File: config.mk
export PLATFORM = sky130hd
export DESIGN_NAME = mpx_burst_master
export DESIGN_NICKNAME = d
export VERILOG_FILES = /design/src/rtl/mpx_pkg.sv /design/src/rtl/mpx_wait_ctr.sv /design/src/rtl/mpx_seq.sv /design/src/rtl/mpx_bus_drive.sv /design/src/rtl/mpx_burst_master.sv
export SDC_FILE = /design/constraint.sdc
export NUM_CORES = 1
export LEC_CHECK = 0
export ABC_AREA = 0
export CORE_UTILIZATION = 37
export DETAILED_ROUTE_END_ITERATION = 10
export PLACE_DENSITY = 0.87
export SLEW_MARGIN = 20
export SYNTH_ARGS = -nofsm -noshare
export SYNTH_HDL_FRONTEND = slang
export SYNTH_SLANG_ARGS = --single-unit
export TNS_END_PERCENT = 100
File: constraint.sdc
create_clock -name clk -period 2.38 [get_ports clk]
set_input_delay 0.357 -clock clk [delete_from_list [all_inputs] [get_ports clk]]
set_output_delay 0.357 -clock clk [all_outputs]
set_load 0.01 [all_outputs]
File: src/rtl/mpx_pkg.sv
package mpx_pkg;

  typedef enum logic [1:0] {
    PH_IDLE,
    PH_ADDR,
    PH_TURN,
    PH_DATA
  } phase_e;

  // words in a burst for a length code: 2^code
  function automatic int unsigned burst_words(input int unsigned code);
    return 32'd1 << code;
  endfunction

  // byte offset of word index within the burst
  function automatic int unsigned word_offset(input int unsigned idx);
    return idx * 4;
  endfunction

endpackage

File: src/rtl/mpx_wait_ctr.sv
module mpx_wait_ctr #(
  parameter int WAIT_W = 4
) (
  input  logic              clk,
  input  logic              rst,
  input  logic              load,
  input  logic [WAIT_W-1:0] load_val,
  input  logic              run,
  output logic              expired
);
  logic [WAIT_W-1:0] cnt;

  always_ff @(posedge clk) begin
    if (rst) begin
      cnt <= '0;
    end else if (load) begin
      cnt <= load_val;
    end else if (run && cnt != '0) begin
      cnt <= cnt - WAIT_W'(1);
    end
  end

  assign expired = (cnt == '0);
endmodule

File: src/rtl/mpx_seq.sv
module mpx_seq
  import mpx_pkg::*;
#(
  parameter int ADDR_W = 26,
  parameter int SIZE_W = 3,
  parameter int WAIT_W = 4,
  parameter int LEN_W  = 2,
  parameter int BEAT_W = 3
) (
  input  logic              clk,
  input  logic              rst,
  input  logic              req_valid,
  input  logic              req_write,
  input  logic [ADDR_W-1:0] req_addr,
  input  logic [SIZE_W-1:0] req_size,
  input  logic [LEN_W-1:0]  req_len,
  input  logic [WAIT_W-1:0] sw_wait,
  input  logic              sw_expired,
  input  logic              wait_n,
  output phase_e            phase,
  output logic              write_q,
  output logic [ADDR_W-1:0] addr_q,
  output logic [SIZE_W-1:0] size_q,
  output logic [WAIT_W-1:0] wait_q,
  output logic [BEAT_W-1:0] beat,
  output logic              last_word,
  output logic              word_done,
  output logic              wait_load
);
  localparam logic [BEAT_W:0] ONE = 1;

  logic [LEN_W-1:0] len_q;
  logic [BEAT_W:0]  words_q;

  assign words_q   = (BEAT_W+1)'(burst_words(int'(len_q)));
  assign last_word = ({1'b0, beat} == (words_q - ONE));
  assign word_done = (phase == PH_DATA) && sw_expired && wait_n;
  assign wait_load = ((phase == PH_ADDR) && write_q) || (phase == PH_TURN) ||
                     (word_done && !last_word);

  always_ff @(posedge clk) begin
    if (rst) begin
      phase   <= PH_IDLE;
      write_q <= 1'b0;
      addr_q  <= '0;
      size_q  <= '0;
      wait_q  <= '0;
      len_q   <= '0;
      beat    <= '0;
    end else begin
      unique case (phase)
        PH_IDLE: begin
          if (req_valid) begin
            write_q <= req_write;
            addr_q  <= req_addr;
            size_q  <= req_size;
            wait_q  <= sw_wait;
            len_q   <= req_len;
            beat    <= '0;
            phase   <= PH_ADDR;
          end
        end
        PH_ADDR: phase <= write_q ? PH_DATA : PH_TURN;
        PH_TURN: phase <= PH_DATA;
        PH_DATA: begin
          if (word_done) begin
            if (last_word) phase <= PH_IDLE;
            else           beat  <= beat + BEAT_W'(1);
          end
        end
        default: phase <= PH_IDLE;
      endcase
    end
  end
endmodule

File: src/rtl/mpx_bus_drive.sv
module mpx_bus_drive
  import mpx_pkg::*;
#(
  parameter int ADDR_W = 26,
  parameter int SIZE_W = 3,
  parameter int DATA_W = 32,
  parameter int BEAT_W = 3
) (
  input  phase_e            phase,
  input  logic              write_q,
  input  logic              last_word,
  input  logic [ADDR_W-1:0] addr_q,
  input  logic [SIZE_W-1:0] size_q,
  input  logic [BEAT_W-1:0] beat,
  input  logic [DATA_W-1:0] wr_data,
  output logic              cs_n,
  output logic              frame_n,
  output logic              bs_n,
  output logic              rdwr,
  output logic              dq_oe,
  output logic [DATA_W-1:0] dq_o,
  output logic [ADDR_W-1:0] ext_addr
);
  localparam int SIZE_SHIFT = DATA_W - SIZE_W;

  logic [DATA_W-1:0] addr_word;

  assign addr_word = (DATA_W'(size_q) << SIZE_SHIFT) | DATA_W'(addr_q);

  always_comb begin
    cs_n    = (phase == PH_IDLE);
    bs_n    = (phase != PH_ADDR);
    frame_n = !((phase == PH_ADDR) || (phase == PH_TURN) ||
                ((phase == PH_DATA) && !last_word));
    rdwr    = (phase == PH_IDLE) ? 1'b1 : !write_q;
    dq_oe   = (phase == PH_ADDR) || ((phase == PH_DATA) && write_q);
    dq_o    = (phase == PH_ADDR) ? addr_word : wr_data;
  end

  assign ext_addr = addr_q + ADDR_W'(word_offset(int'(beat)));
endmodule

File: src/rtl/mpx_burst_master.sv
module mpx_burst_master
  import mpx_pkg::*;
#(
  parameter int ADDR_W = 26,
  parameter int SIZE_W = 3,
  parameter int DATA_W = 32,
  parameter int WAIT_W = 4,
  parameter int LEN_W  = 2
) (
  input  logic              clk,
  input  logic              rst,
  input  logic              req_valid,
  output logic              req_ready,
  input  logic              req_write,
  input  logic [ADDR_W-1:0] req_addr,
  input  logic [SIZE_W-1:0] req_size,
  input  logic [LEN_W-1:0]  req_len,
  input  logic [WAIT_W-1:0] sw_wait,
  input  logic [DATA_W-1:0] wr_data,
  output logic              ack,
  output logic [DATA_W-1:0] rd_data,
  output logic              cs_n,
  output logic              frame_n,
  output logic              bs_n,
  output logic              rdwr,
  input  logic              wait_n,
  output logic [ADDR_W-1:0] ext_addr,
  output logic [DATA_W-1:0] dq_o,
  output logic              dq_oe,
  input  logic [DATA_W-1:0] dq_i
);
  localparam int MAX_WORDS = 1 << ((1 << LEN_W) - 1);
  localparam int BEAT_W    = (MAX_WORDS > 1) ? $clog2(MAX_WORDS) : 1;

  phase_e            phase;
  logic              write_q;
  logic [ADDR_W-1:0] addr_q;
  logic [SIZE_W-1:0] size_q;
  logic [WAIT_W-1:0] wait_q;
  logic [BEAT_W-1:0] beat;
  logic              last_word;
  logic              word_done;
  logic              wait_load;
  logic              sw_expired;

  mpx_seq #(
    .ADDR_W(ADDR_W), .SIZE_W(SIZE_W), .WAIT_W(WAIT_W),
    .LEN_W(LEN_W), .BEAT_W(BEAT_W)
  ) u_seq (
    .clk(clk), .rst(rst),
    .req_valid(req_valid), .req_write(req_write), .req_addr(req_addr),
    .req_size(req_size), .req_len(req_len), .sw_wait(sw_wait),
    .sw_expired(sw_expired), .wait_n(wait_n),
    .phase(phase), .write_q(write_q), .addr_q(addr_q), .size_q(size_q),
    .wait_q(wait_q), .beat(beat), .last_word(last_word),
    .word_done(word_done), .wait_load(wait_load)
  );

  mpx_wait_ctr #(.WAIT_W(WAIT_W)) u_wait (
    .clk(clk), .rst(rst),
    .load(wait_load), .load_val(wait_q),
    .run(phase == PH_DATA),
    .expired(sw_expired)
  );

  mpx_bus_drive #(
    .ADDR_W(ADDR_W), .SIZE_W(SIZE_W), .DATA_W(DATA_W), .BEAT_W(BEAT_W)
  ) u_drive (
    .phase(phase), .write_q(write_q), .last_word(last_word),
    .addr_q(addr_q), .size_q(size_q), .beat(beat), .wr_data(wr_data),
    .cs_n(cs_n), .frame_n(frame_n), .bs_n(bs_n), .rdwr(rdwr),
    .dq_oe(dq_oe), .dq_o(dq_o), .ext_addr(ext_addr)
  );

  assign req_ready = (phase == PH_IDLE);
  assign ack       = word_done;
  assign rd_data   = dq_i;
endmodule

* Word level (Yosys, flattened, before mapping) *
Cells that the tools add are included.

cells by class
  add/subtract/negate cells = 4
  $mul = 0
  div/mod/pow operators = 0
  magnitude comparators = 0
  equal/unequal tests = 9
  shift-type cells = 1
  mux-type cells = 13
  bitwise operators = 1
  reduce and logical (&&, ||, !) cells = 23

operator list
  kind                                                                     count
  32-bit 2-to-1 mux                                                        1
  32-bit by 26-bit OR with 32-bit output                                   1
  26-bit by 5-bit adder with 26-bit output                                 1
  3-bit 2-to-1 mux                                                         3
  4-bit 2-to-1 mux                                                         2
  2-bit case mux with 4 select lines                                       1
  4-bit by 1-bit subtractor with 4-bit output, second input constant       2
  1-bit logical AND                                                        7
  2-bit 2-to-1 mux                                                         3
  2-bit inequality test, second input constant                             3
  3-bit case mux with 2 select lines                                       1
  1-bit logical OR                                                         5
  2-bit == test, second input constant                                     2
  3-bit by 4-bit == test with 1-bit output                                 1
  4-bit logical NOT                                                        1
  2-bit by 1-bit inequality test with 1-bit output, second input constant  2
  4-bit AND reduction                                                      1
  2-bit nonzero test                                                       2
  4-bit nonzero test                                                       1
  1-bit by 2-bit << shifter with 4-bit output, first input constant        1
  3-bit by 1-bit adder with 3-bit output, second input constant            1
  1-bit logical NOT                                                        3
  3-bit AND reduction                                                      1
  2-bit by 1-bit == test with 1-bit output, second input constant          1
  3 further kinds                                                          4

storage, ports and cells
  flip-flop bits (word level) = 45
  latch bits = 0
  bits in writable memories = 0
  ROM bits = 0
  input port bits = 104
  output and inout port bits = 97
  memories kept = 0

* Depth between registers and ports, before layout *
  depth in word-level cells = 7
  depth in mapped cells = 7

* Modules after synthesis *
A second synthesis with hierarchy kept.

unflattened totals
  cell total of the unflattened synthesis = 388
  area total of the unflattened synthesis = 3121.7 sq um

by module, submodules not included
  module            instances  cells each  area each (sq um)  sequential area each (sq um)
  mpx_seq           1          210         1649.1             820.8
  mpx_bus_drive     1          115         959.7              0.0
  mpx_wait_ctr      1          29          262.8              80.1
  mpx_burst_master  1          34          250.2              0.0

* Worst setup path before layout *
No wires, ideal clock.

  path kind = register to output
  from = reg u_seq.beat[0]
  to = out ext_addr[24]
  arrival time = 1.910 ns
  setup slack = 0.113 ns
  cell stages (with the launch flop) = 8
  path buffers = 0
  path through = dfxtp_1 -> ha_1 -> inv_1 -> fa_1 -> nor2b_1 -> o2111ai_2 -> nor3b_1 -> xor2_1

between the ends
  word-level cells in the longest chain between the ends = 1

ends and longest elaborated chain
  what                                      line                    text
  from (decl)                               mpx_seq.sv:25           output logic [BEAT_W-1:0] beat,
  from (signal assigned)                    mpx_seq.sv:68           else beat <= beat + BEAT_W'(1);
  26-bit by 5-bit adder with 26-bit output  mpx_bus_drive.sv:40     assign ext_addr = addr_q + ADDR_W'(word_offset(int'(beat)));
  to (decl)                                 mpx_burst_master.sv:27  output logic [ADDR_W-1:0] ext_addr,

Every way passes these cells.

* Worst setup path after layout *
  from = reg u_seq.beat[0]
  to = out ext_addr[20]

The elaborated chain is that of the path after synthesis.

==> impl_metrics.ini <==
[grt]
grt_max_degree = 37
grt_use_total_pct = 21.3
grt_pass1_vias = 3221
antenna_found_initial = 0
grt_first_pass_wirelength_mm = 14.9
grt_overflow = 0

[sta]
setup_ws_ns = -0.237
tightest_slew_ns = 0.450
setup_viol = 9
rsz0062_at_grt = true
hold_ws_ns = 0.459
fmax_ghz = 0.382
slew_headroom_pct = 69.2
min_period_over_period_pct = 110
fin_setup_tns_ns = -1.24
finalMaxSlewViolations = 0
clock_skew_ns = 0.0101
hold_viol_final = 0
final.min_clock_period_ns = 2.62

[cts]
clkTransAtPathRegs_ns = 0.10
cts_max_path_buffers = 2
cts_made_buffers = 5
cts_tree = yes
clk_latency_ns = 0.30
htree_num_levels = 2
clkSinkCount = 45
cts_root_buffer = clkbuf_8

[setup_path]
crit_fanout = 5
cp_num_buf_inv = 3
path_class = reg -> out
path_delay_family = adder cells
cp.depth = 9
start_kind = flop
crit_chain = ha_4 > inv_2 > fa_2 > nor2b_4 > o2111ai_4 > buf_6 > nor3_2 > xor2_1 > buf_2
slowest_delay_ns = 0.36
critPathSlowestCell = dfxtp_2
end_kind = primary output
cp.required_ns = 2.02
reg2reg_depth = 6
r2r_start = u_seq.phase[0]
reg2reg_to = u_seq.beat[2]
r2r_slack_ns = 0.39
arrival_ns = 2.26

[flow_run]
max_cap_viol_count = 0

[synth]
synth_area_leaders = dfxtp_1 (28%), nand2_1 (11%), mux2_2 (10%), buf_4 (8.3%), a21oi_1 (6.5%)
synth_seq_cells = 45
synthesis.nets = 512
synthesis.area_sq_um = 3170
synthCells = 397
synth_top_area_share_pct = 28.4
synth.largest_area_cell = dfxtp_1
avgSynthCellArea_sq_um = 7.99
synth_top_flop_cell = dfxtp_1
ys_types = 49
synth_edf_count = 0
seq_area_frac_synth_pct = 28.4
async_flop_share_pct = 0
yosys_warnings = 0

[finish]
nets = 642
layout_common_cells = clkdlybuf4s50_1 (111), nand2_1 (93), dfxtp_1 (41)
areaGrowthSynthToFinish_pct = 55.1
drive_above_1_share_pct = 26.5
mostFrequentLayoutCell = clkdlybuf4s50_1
n_antenna_cell = 0
final_util_pct = 59.6

[detailed_routing]
finalWirelength_mm = 10.1
ant_nets = 0
vias = 3305
firstDrtPassIters = 4
avgRoutedWirePerCell_um = 15.9
avgViaCountPerCell = 5.22
drtIter0Drc = 194
route.detailed.drc = 0

[die]
fp.dieW_um = 94.6
dieArea_sq_um = 8950
coreArea_sq_um = 8260
ioPinCount = 201
die-height_um = 94.6
rows = 33
start_util_pct = 38.4

[worst_hold_path]
hold_class = reg -> reg
hp-start = u_seq.size_q[2]
holdPathEnd = u_seq.size_q[2]
hold_depth = 2

[placed_design]
place.gp.congestion = 0.855
io_buffers = 136
dp_hpwl_mm = 7.15

[pwr]
vdd_drop_max_mv = 0.411
leakage_nw = 1.99
powerDensity_nw_per_um2 = 804

[status]
violations = negative setup slack
outcome = complete, but fails checks
power by group:
part	total (W)	switching (W)	internal (W)
logic	0.00222	0.00102	0.00120
registers	0.00103	0.000139	0.000892
clock network	0.000708	0.000285	0.000423
total	0.00396	0.00145	0.00251
metrics by stage:
| stage | setup slack (ns) | std cells | instance area, sq um | power (W) |
|---|---|---|---|---|
| finish | -0.237 | 633 | 4920 | 0.00396 |
| floorplan | 0.113 | 397 | 3170 | 0.00221 |
| CTS | -0.242 | 631 | 4860 | 0.00391 |
| global route | -0.317 | 633 | 4920 | 0.00418 |
| global placement | -0.309 | 612 | 4550 | 0.00315 |
| detailed placement | -0.414 | 612 | 4550 | 0.00321 |
worst register-to-register path: cells and delay by family (launching register included):
| kind | cells | cell delay (ns) |
|---|---|---|
| compound gates | 1 | 0.30 |
| fa+ha+maj | 1 | 0.32 |
| buf+inv | 1 | 0.11 |
| flops | 1 | 0.36 |
| simple gates | 3 | 0.79 |
cell usage after synthesis (all sizes together), types with 2 or more instances:
cell type and count:
buf 39, and2 4, a21o 3, and4 4, nor2 9, o21ai 4, or3b 2, nand2 94
ha 10, inv 12, a31o 2, mux2i 5, mux2 30, a311o 2, dfxtp 45, xnor2 15
a2111oi 2, nor2b 9, o211a 2, a21oi 41, nand4 7, nor3 6, xor2 7, clkbuf 16
and3 3, nand3 9, nor3b 3
registers in the layout, summed over array words and instances (netlist names):
name	flops
u_seq.wait_q	4
u_wait.cnt	4
u_seq.phase	2
u_seq.write_q	1
u_seq.beat	3
u_seq.size_q	3
u_seq.len_q	2
u_seq.addr_q	26
metal layers:
| layer | global-route usage, % | vias to the layer above | routed length (um) |
|---|---|---|---|
| li1 | - | 1568 | - |
| met1 | 23.0 | 1546 | 3750 |
| met2 | 39.1 | 148 | 5360 |
| met3 | 4.19 | 43 | 643 |
| met4 | 10.7 | 0 | 346 |
| met5 | 0 | - | 0 |
cell type report:
cell class                      count  area [sq um]
Timing Repair Buffer              178          1650
Inverter                           13          48.8
Sequential cell                    45           906
Fill cell                         695          3340
Clock inverter                      3          68.8
Multi-Input combinational cell    284          2050
Clock buffer                        5          68.8
Tap cell                          105           131
worst max path at each step:
stage	slack, ns	start	to
6_report	-0.24	u_seq.beat[0]	ext_addr[20]
5_1_grt	-0.32	u_seq.addr_q[2]	ext_addr[18]
4_1_cts	-0.24	u_seq.beat[0]	ext_addr[18]
3_5_place_dp	-0.41	u_seq.addr_q[2]	ext_addr[22]
3_3_place_gp	-0.31	u_seq.addr_q[2]	ext_addr[18]
2_1_floorplan	0.11	u_seq.beat[0]	ext_addr[24]
kinds of logic (layout without fill, tap and decap cells):
| logic type | Yosys count | in the layout | synth area share, % |
|---|---|---|---|
| multiplexers | 35 | 35 | 12.3 |
| buffers and inverters | 68 | 199 | 12.5 |
| adder cells (fa/ha/maj) | 11 | 11 | 4.57 |
| AND/OR/NAND/NOR | 154 | 154 | 23.0 |
| XOR/XNOR | 22 | 22 | 6.07 |
| flip-flops | 45 | 45 | 28.4 |
| AO/OA/AOI/OAI | 62 | 62 | 13.2 |
what timing repair did:
| item | in CTS | in global routing |
|---|---|---|
| cloned | 1 | 1 |
| hold buffers | 0 | 0 |
| pin swaps | 16 | 11 |
| hold endpoints to repair | 0 | 0 |
| setup endpoints to repair | 36 | 49 |
| setup buffers | 10 | 2 |
| resized for setup | 104 | 28 |
No activity file was read; power rests on OpenSTA's default activity.
